## config.mk

```make
export PLATFORM = sky130hd
export DESIGN_NAME = sram_page_ctrl
export DESIGN_NICKNAME = d
export VERILOG_FILES = /design/src/rtl/sram_pm_pkg.sv /design/src/rtl/sram_cycle_timer.sv /design/src/rtl/sram_burst_tracker.sv /design/src/rtl/sram_pin_decode.sv /design/src/rtl/sram_page_ctrl.sv
export SDC_FILE = /design/constraint.sdc
export NUM_CORES = 1
export LEC_CHECK = 0
export CAP_MARGIN = 40
export CORE_ASPECT_RATIO = 1.75
export CORE_UTILIZATION = 39
export CTS_CLUSTER_SIZE = 14
export DETAILED_ROUTE_END_ITERATION = 12
export PLACE_DENSITY_LB_ADDON = 0.25
export SYNTH_ARGS = -nofsm -noshare
export SYNTH_HDL_FRONTEND = slang
export SYNTH_SLANG_ARGS = --single-unit
```

## constraint.sdc

```tcl
create_clock -name clk -period 1.86 [get_ports clk]
set_clock_uncertainty 0.2 [all_clocks]
set_input_delay 0.372 -clock clk [delete_from_list [all_inputs] [get_ports clk]]
set_output_delay 0.372 -clock clk [all_outputs]
set_load 0.01 [all_outputs]
```

## src/rtl/sram_pm_pkg.sv

```systemverilog
package sram_pm_pkg;

    localparam int ADDR_W    = 19;
    localparam int DATA_W    = 16;
    localparam int LANE_W    = 8;
    localparam int LANES     = DATA_W / LANE_W;
    localparam int WORD_BITS = 4;
    localparam int LEN_W     = WORD_BITS;

    typedef enum logic [2:0] {
        ST_IDLE,
        ST_RD_RAND,
        ST_RD_PAGE,
        ST_WR,
        ST_TURN
    } ctl_state_e;

    typedef struct packed {
        logic              write;
        logic [ADDR_W-1:0] addr;
        logic [DATA_W-1:0] wdata;
        logic [LANES-1:0]  lanes;
        logic [LEN_W-1:0]  len;
    } sram_cmd_t;

    typedef struct packed {
        logic [DATA_W-1:0] wdata;
        logic [LANES-1:0]  lanes;
    } wr_hold_t;

    typedef struct packed {
        logic             ce1_n;
        logic             ce2;
        logic             we_n;
        logic             oe_n;
        logic [LANES-1:0] lane_n;
        logic             dq_oe;
    } sram_pins_t;

    // Round an access time up to whole clock cycles, minimum one.
    function automatic int ns_to_cycles(input int t_ns, input int clk_ns);
        int c;
        c = (t_ns + clk_ns - 1) / clk_ns;
        return (c < 1) ? 1 : c;
    endfunction

endpackage

```

## src/rtl/sram_cycle_timer.sv

```systemverilog
module sram_cycle_timer #(
    parameter int CNT_W = 3
) (
    input  logic             clk,
    input  logic             rst,
    input  logic             load,
    input  logic [CNT_W-1:0] load_val,
    output logic             expired
);
    logic [CNT_W-1:0] cnt;

    always_ff @(posedge clk) begin
        if (rst) begin
            cnt <= '0;
        end else if (load) begin
            cnt <= load_val;
        end else if (cnt != '0) begin
            cnt <= cnt - 1'b1;
        end
    end

    assign expired = (cnt == '0);
endmodule

```

## src/rtl/sram_burst_tracker.sv

```systemverilog
module sram_burst_tracker #(
    parameter int ADDR_W    = 19,
    parameter int WORD_BITS = 4,
    parameter int LEN_W     = 4
) (
    input  logic              clk,
    input  logic              rst,
    input  logic              start,
    input  logic [ADDR_W-1:0] start_addr,
    input  logic [LEN_W-1:0]  start_len,
    input  logic              step,
    output logic [ADDR_W-1:0] addr,
    output logic              last,
    output logic              page_end
);
    logic [LEN_W-1:0] remain;

    always_ff @(posedge clk) begin
        if (rst) begin
            addr   <= '0;
            remain <= '0;
        end else if (start) begin
            addr   <= start_addr;
            remain <= start_len;
        end else if (step) begin
            addr   <= addr + 1'b1;
            remain <= remain - 1'b1;
        end
    end

    assign last     = (remain == '0);
    assign page_end = &addr[WORD_BITS-1:0];
endmodule

```

## src/rtl/sram_pin_decode.sv

```systemverilog
module sram_pin_decode
    import sram_pm_pkg::*;
(
    input  ctl_state_e       state,
    input  logic             expired,
    input  logic [LANES-1:0] lanes,
    output sram_pins_t       pins
);
    logic reading;
    logic writing;
    logic [LANES-1:0] lane_n;

    assign reading = (state == ST_RD_RAND) || (state == ST_RD_PAGE);
    assign writing = (state == ST_WR);

    for (genvar g = 0; g < LANES; g++) begin : g_lane
        assign lane_n[g] = ~(reading | (writing & lanes[g]));
    end

    always_comb begin
        pins.ce1_n  = ~(reading | writing);
        pins.ce2    = reading | writing;
        pins.we_n   = ~(writing & ~expired);
        pins.oe_n   = ~reading;
        pins.lane_n = lane_n;
        pins.dq_oe  = writing;
    end
endmodule

```

## src/rtl/sram_page_ctrl.sv

```systemverilog
module sram_page_ctrl
    import sram_pm_pkg::*;
#(
    parameter int CLK_NS    = 10,
    parameter int T_RAND_NS = 70,
    parameter int T_PAGE_NS = 25
) (
    input  logic              clk,
    input  logic              rst,
    input  logic              req_valid,
    output logic              req_ready,
    input  logic              req_write,
    input  logic [ADDR_W-1:0] req_addr,
    input  logic [DATA_W-1:0] req_wdata,
    input  logic [LANES-1:0]  req_bmask,
    input  logic [LEN_W-1:0]  req_len,
    output logic              rd_valid,
    output logic [DATA_W-1:0] rd_data,
    output logic [ADDR_W-1:0] ram_addr,
    output logic              ram_ce1_n,
    output logic              ram_ce2,
    output logic              ram_we_n,
    output logic              ram_oe_n,
    output logic              ram_ub_n,
    output logic              ram_lb_n,
    output logic [DATA_W-1:0] ram_dq_out,
    output logic              ram_dq_oe,
    input  logic [DATA_W-1:0] ram_dq_in
);
    localparam int RAND_CYC = ns_to_cycles(T_RAND_NS, CLK_NS);
    localparam int PAGE_CYC = ns_to_cycles(T_PAGE_NS, CLK_NS);
    localparam int MAX_CYC  = (RAND_CYC > PAGE_CYC) ? RAND_CYC : PAGE_CYC;
    localparam int CNT_W    = $clog2(MAX_CYC + 1);
    localparam logic [CNT_W-1:0] RAND_LOAD = CNT_W'(RAND_CYC - 1);
    localparam logic [CNT_W-1:0] PAGE_LOAD = CNT_W'(PAGE_CYC - 1);

    ctl_state_e state;
    sram_cmd_t  req_cmd;
    wr_hold_t   wr_q;
    sram_pins_t pins;

    logic expired, last, page_end;
    logic reading, accept, step, tmr_load;
    logic [CNT_W-1:0] tmr_val;

    assign req_cmd = '{write: req_write, addr: req_addr, wdata: req_wdata,
                       lanes: req_bmask, len: req_len};

    assign req_ready = (state == ST_IDLE);
    assign accept    = req_ready && req_valid;
    assign reading   = (state == ST_RD_RAND) || (state == ST_RD_PAGE);
    assign step      = reading && expired && !last;
    assign tmr_load  = accept || step;
    assign tmr_val   = (accept || page_end) ? RAND_LOAD : PAGE_LOAD;

    sram_cycle_timer #(.CNT_W(CNT_W)) i_timer (
        .clk      (clk),
        .rst      (rst),
        .load     (tmr_load),
        .load_val (tmr_val),
        .expired  (expired)
    );

    sram_burst_tracker #(
        .ADDR_W    (ADDR_W),
        .WORD_BITS (WORD_BITS),
        .LEN_W     (LEN_W)
    ) i_tracker (
        .clk        (clk),
        .rst        (rst),
        .start      (accept),
        .start_addr (req_cmd.addr),
        .start_len  (req_cmd.len),
        .step       (step),
        .addr       (ram_addr),
        .last       (last),
        .page_end   (page_end)
    );

    sram_pin_decode i_decode (
        .state   (state),
        .expired (expired),
        .lanes   (wr_q.lanes),
        .pins    (pins)
    );

    always_ff @(posedge clk) begin
        if (rst) begin
            state    <= ST_IDLE;
            wr_q     <= '0;
            rd_valid <= 1'b0;
            rd_data  <= '0;
        end else begin
            rd_valid <= 1'b0;
            unique case (state)
                ST_IDLE: begin
                    if (req_valid) begin
                        wr_q  <= '{wdata: req_cmd.wdata, lanes: req_cmd.lanes};
                        state <= req_cmd.write ? ST_WR : ST_RD_RAND;
                    end
                end
                ST_RD_RAND, ST_RD_PAGE: begin
                    if (expired) begin
                        rd_valid <= 1'b1;
                        rd_data  <= ram_dq_in;
                        if (last)          state <= ST_IDLE;
                        else if (page_end) state <= ST_RD_RAND;
                        else               state <= ST_RD_PAGE;
                    end
                end
                ST_WR: begin
                    if (expired) state <= ST_TURN;
                end
                ST_TURN: state <= ST_IDLE;
                default: state <= ST_IDLE;
            endcase
        end
    end

    assign ram_ce1_n  = pins.ce1_n;
    assign ram_ce2    = pins.ce2;
    assign ram_we_n   = pins.we_n;
    assign ram_oe_n   = pins.oe_n;
    assign ram_ub_n   = pins.lane_n[1];
    assign ram_lb_n   = pins.lane_n[0];
    assign ram_dq_out = wr_q.wdata;
    assign ram_dq_oe  = pins.dq_oe;
endmodule

```

==> impl_metrics.yaml <==
timing:
  finalWorstPathRequiredPeriod_ps: 2041
  relSlewSlack: 0.7811
  timing.hold.ws_ps: 251.3
  setup-violations-final: 20
  finalSetupTns_ps: -1677
  rsz0062_at_grt: "yes"
  fin_crit_sh: 1.097
  timing_worst_slew_pin_value_ps: 325.3
  achievable-frequency_ghz: 0.4899
  max_transition_viols_final: 0
  final_critical_path_setup_slack_ps: -181.3
  finalHoldViolCount: 0
pwr:
  total_power_mw: 7.987
  p_leak_nw: 2.216
  pwr_density_cell_nw_per_um2: 1494
  peakVddDrop_mv: 0.9349
final_layout:
  finish.cell_count_without_fillers: 630
  insertedDiodeCount: 0
  finish.net_count: 604
  design_area_um2: 5346
  ratio_of_cells_with_drive_above_1_in_the_final_layout: 0.2757
  layout_area_growth_over_synthesis_pct: 83.39
setup_path:
  cp-endpoint: "i_tracker.addr[14]$_SDFFE_PP0P_"
  critical_path_depth: 9
  type_of_the_worst_setup_path: "flop to flop"
  r2r_end: "i_tracker.addr[14]$_SDFFE_PP0P_"
  startpoint_class_of_the_critical_path: "flop"
  most_numerous_cell_on_the_critical_path: "sky130_fd_sc_hd__buf_6"
  slack_of_the_worst_reg_to_reg_path_ps: -180
  worst-path-buf-inv: 3
  critical_path_start: "i_timer.cnt[1]$_SDFFE_PP0P_"
  critical_path.endpoint_type: "flop"
  critical_path.max_fanout: 3
  crit_arrival_ps: 2070
  crit_path_cell_trace: "inv_2 -> ha_4 -> nor3b_4 -> buf_6 -> nand4_1 -> buf_6 -> nor3_4 -> xnor2_1 -> a211oi_1"
  worst_path_max_delay_cell: "sky130_fd_sc_hd__dfxtp_2"
  cpLargestDelayFamily: "simple AND/OR/NAND/NOR gates"
  ff2ff_path_depth: 9
  required_ps: 1890
  launch_instance_of_the_worst_register_to_register_path: "i_timer.cnt[1]$_SDFFE_PP0P_"
  timing.critical_path.slowest_cell_delay_ps: 320
route:
  detail_route.wirelength_mm: 9.643
  routed_wire_length_per_instance_um: 15.31
  num_vias: 3201
  detailedRoute.firstPassIterationCount: 4
  route.detailed.vias_per_inst: 5.081
  detail-route-antenna-nets: 0
  detail_route.drc_violations: 0
  initialDrtViolationCount: 118
clock_network:
  cts_hold_repair.buffers: 0
  cts-htree-levels: 3
  clkLatencyLatePin_ps: 330
  ctsRootBufferMaster: "sky130_fd_sc_hd__clkbuf_16"
  cts.sinks: 64
  clk_path_buf_depth: 2
  number_of_buffers_created_by_cts: 9
  tritoncts: "built"
  clk_transition_reported_paths_ps: 50
logic_synthesis:
  syn_area_per_cell_um2: 8.235
  post-synth-top-area-fraction: 0.4395
  syn-num-nets: 419
  synth_cell_type_count: 42
  async_reset_ff_frac: 0
  synthCells: 354
  synth_top_cells_by_area: "sky130_fd_sc_hd__dfxtp_1 (44%), sky130_fd_sc_hd__nand2_1 (11%), sky130_fd_sc_hd__a21oi_1 (6.7%)"
  synth_top_cells_by_count: "sky130_fd_sc_hd__nand2_1 (83), sky130_fd_sc_hd__dfxtp_1 (64), sky130_fd_sc_hd__a21oi_1 (39)"
  synth.ff_latch_count: 64
  synth-seq-area-share: 0.4395
  synth_ff_type: "sky130_fd_sc_hd__dfxtp_1"
  yosys_warnings: 0
  synth-edff-count: 0
  post-synth-top-area-cell: "sky130_fd_sc_hd__dfxtp_1"
  post_synth_instance_area_um2: 2915
  yosys.cell_count.top_type: "sky130_fd_sc_hd__nand2_1"
job:
  max_cap_viols: 0
floorplanning:
  die_h_um: 116.4
  starting_utilization_of_the_core_area: 0.4030
  core_area_um2: 7233
  io_pins: 121
  floorplan.die_area_um2: 7838
  core.rowCount: 41
  fp.dieW_um: 67.36
outcome:
  status: "finished with violations"
  failed_checks: "negative setup slack"
placement:
  globalplace.congestion: 0.8743
  placed_cell_area_um2: 4596
  detailed_place_hpwl_mm: 6.160
  port_buffers: 120
  dp.cells: 589
global_route:
  grt_usage: 0.2410
  largest_net_degree_at_the_start_of_global_routing: 43
  grt-ovfl-total: 0
  grt_antenna_before_repair: 0
  grt_pass1_vias: 3153
  grt_first_pass_wirelength_mm: 14.10
worst_hold_path:
  worst_hold_path_type: "flop to flop"
==> layout make-up <==
type / count / area (µm²)
clock buffer: 12 / 236.5
clock inverter: 4 / 45.04
fill: 528 / 1887
inverter: 9 / 33.78
multi-input combinational: 259 / 1764
sequential: 64 / 1297
tap: 86 / 107.6
timing repair buffer: 196 / 1862
==> through the flow <==
step                        util  setup slack, ps
after floorplan                -           0.8207
after global placement    0.6354           -304.8
after detailed placement  0.6354           -393.1
after CTS                 0.6966           -163.7
after global routing      0.7391           -290.4
final                     0.7391           -181.3
==> state kept, by name, indices dropped and copies added, names as in the netlist <==
register,flops
i_tracker.remain,4
ram_dq_out,16
i_timer.cnt,3
wr_q,2
state,3
rd_data,16
rd_valid,1
i_tracker.addr,19
==> worst register-to-register path, stage by stage (launching register included) <==
cell and delay [ps]:
sky130_fd_sc_hd__dfxtp_2 320, sky130_fd_sc_hd__inv_2 70, sky130_fd_sc_hd__ha_4 150, sky130_fd_sc_hd__nor3b_4 220, sky130_fd_sc_hd__buf_6 150, sky130_fd_sc_hd__nand4_1 190
sky130_fd_sc_hd__buf_6 200, sky130_fd_sc_hd__nor3_4 110, sky130_fd_sc_hd__xnor2_1 90, sky130_fd_sc_hd__a211oi_1 260
==> layer usage <==
layer / GRT usage / routed length [µm] / vias to the layer above
met5: 0 / 0 / -
met4: 0.1092 / 305 / 0
met3: 0.06934 / 470 / 24
met2: 0.4487 / 5373 / 94
met1: 0.2361 / 3494 / 1497
li1: - / - / 1586
==> worst min-delay path by stage <==
stage,start,to,cells past startpoint
floorplan,wr_q[0]$_SDFFE_PP0P_,wr_q[0]$_SDFFE_PP0P_,2
global placement,rd_data[7]$_SDFFE_PP0P_,rd_data[7]$_SDFFE_PP0P_,2
finish,rd_data[7]$_SDFFE_PP0P_,rd_data[7]$_SDFFE_PP0P_,2
detailed placement,rd_data[6]$_SDFFE_PP0P_,rd_data[6]$_SDFFE_PP0P_,2
CTS,rd_data[7]$_SDFFE_PP0P_,rd_data[7]$_SDFFE_PP0P_,2
global route,rd_data[14]$_SDFFE_PP0P_,rd_data[14]$_SDFFE_PP0P_,2
==> layout by cell type, fill, tap and decap left out, drive strengths merged, types with 2 or more instances in the layout <==
cell	Yosys	final
nand2b	2	2
buf	4	80
ha	4	4
o21ai	4	4
a21oi	39	39
nand2	83	83
xnor2	15	15
nor4	10	10
nor2b	2	2
o211ai	3	3
clkbuf	19	15
or3	4	4
dlygate4sd2	0	16
nand4	3	3
a311oi	4	4
clkinv	0	3
and4	3	3
nor3b	3	3
dfxtp	64	64
nor2	28	28
inv	9	9
xor2	7	7
nor3	6	6
dlymetal6s2s	0	4
clkdlybuf4s50	0	93
a211oi	18	18
and2	2	2
nand3	9	10
==> power by group <==
part           switching [mW]  internal [mW]  total, mW  leakage, nW
clock network           0.583           1.03       1.61        0.140
logic                    1.99           2.36       4.34         1.55
registers               0.290           1.74       2.03        0.529
==> kinds of logic (layout without fill, tap and decap cells) <==
group / Yosys count / after routing / share of synthesized area
compound gates: 72 / 72 / 0.1541
xor+xnor: 22 / 22 / 0.06610
fa+ha+maj: 4 / 4 / 0.01717
buf+inv: 32 / 221 / 0.04378
flops: 64 / 64 / 0.4395
simple gates: 160 / 161 / 0.2794
==> timing repair <==
action                                  CTS  global route
gates resized for setup                  70            39
setup buffers                             8            14
gates cloned                              0             4
endpoints found under the setup margin   49            46
pin swaps                                14            29
No activity file was read; power rests on OpenSTA's default activity.
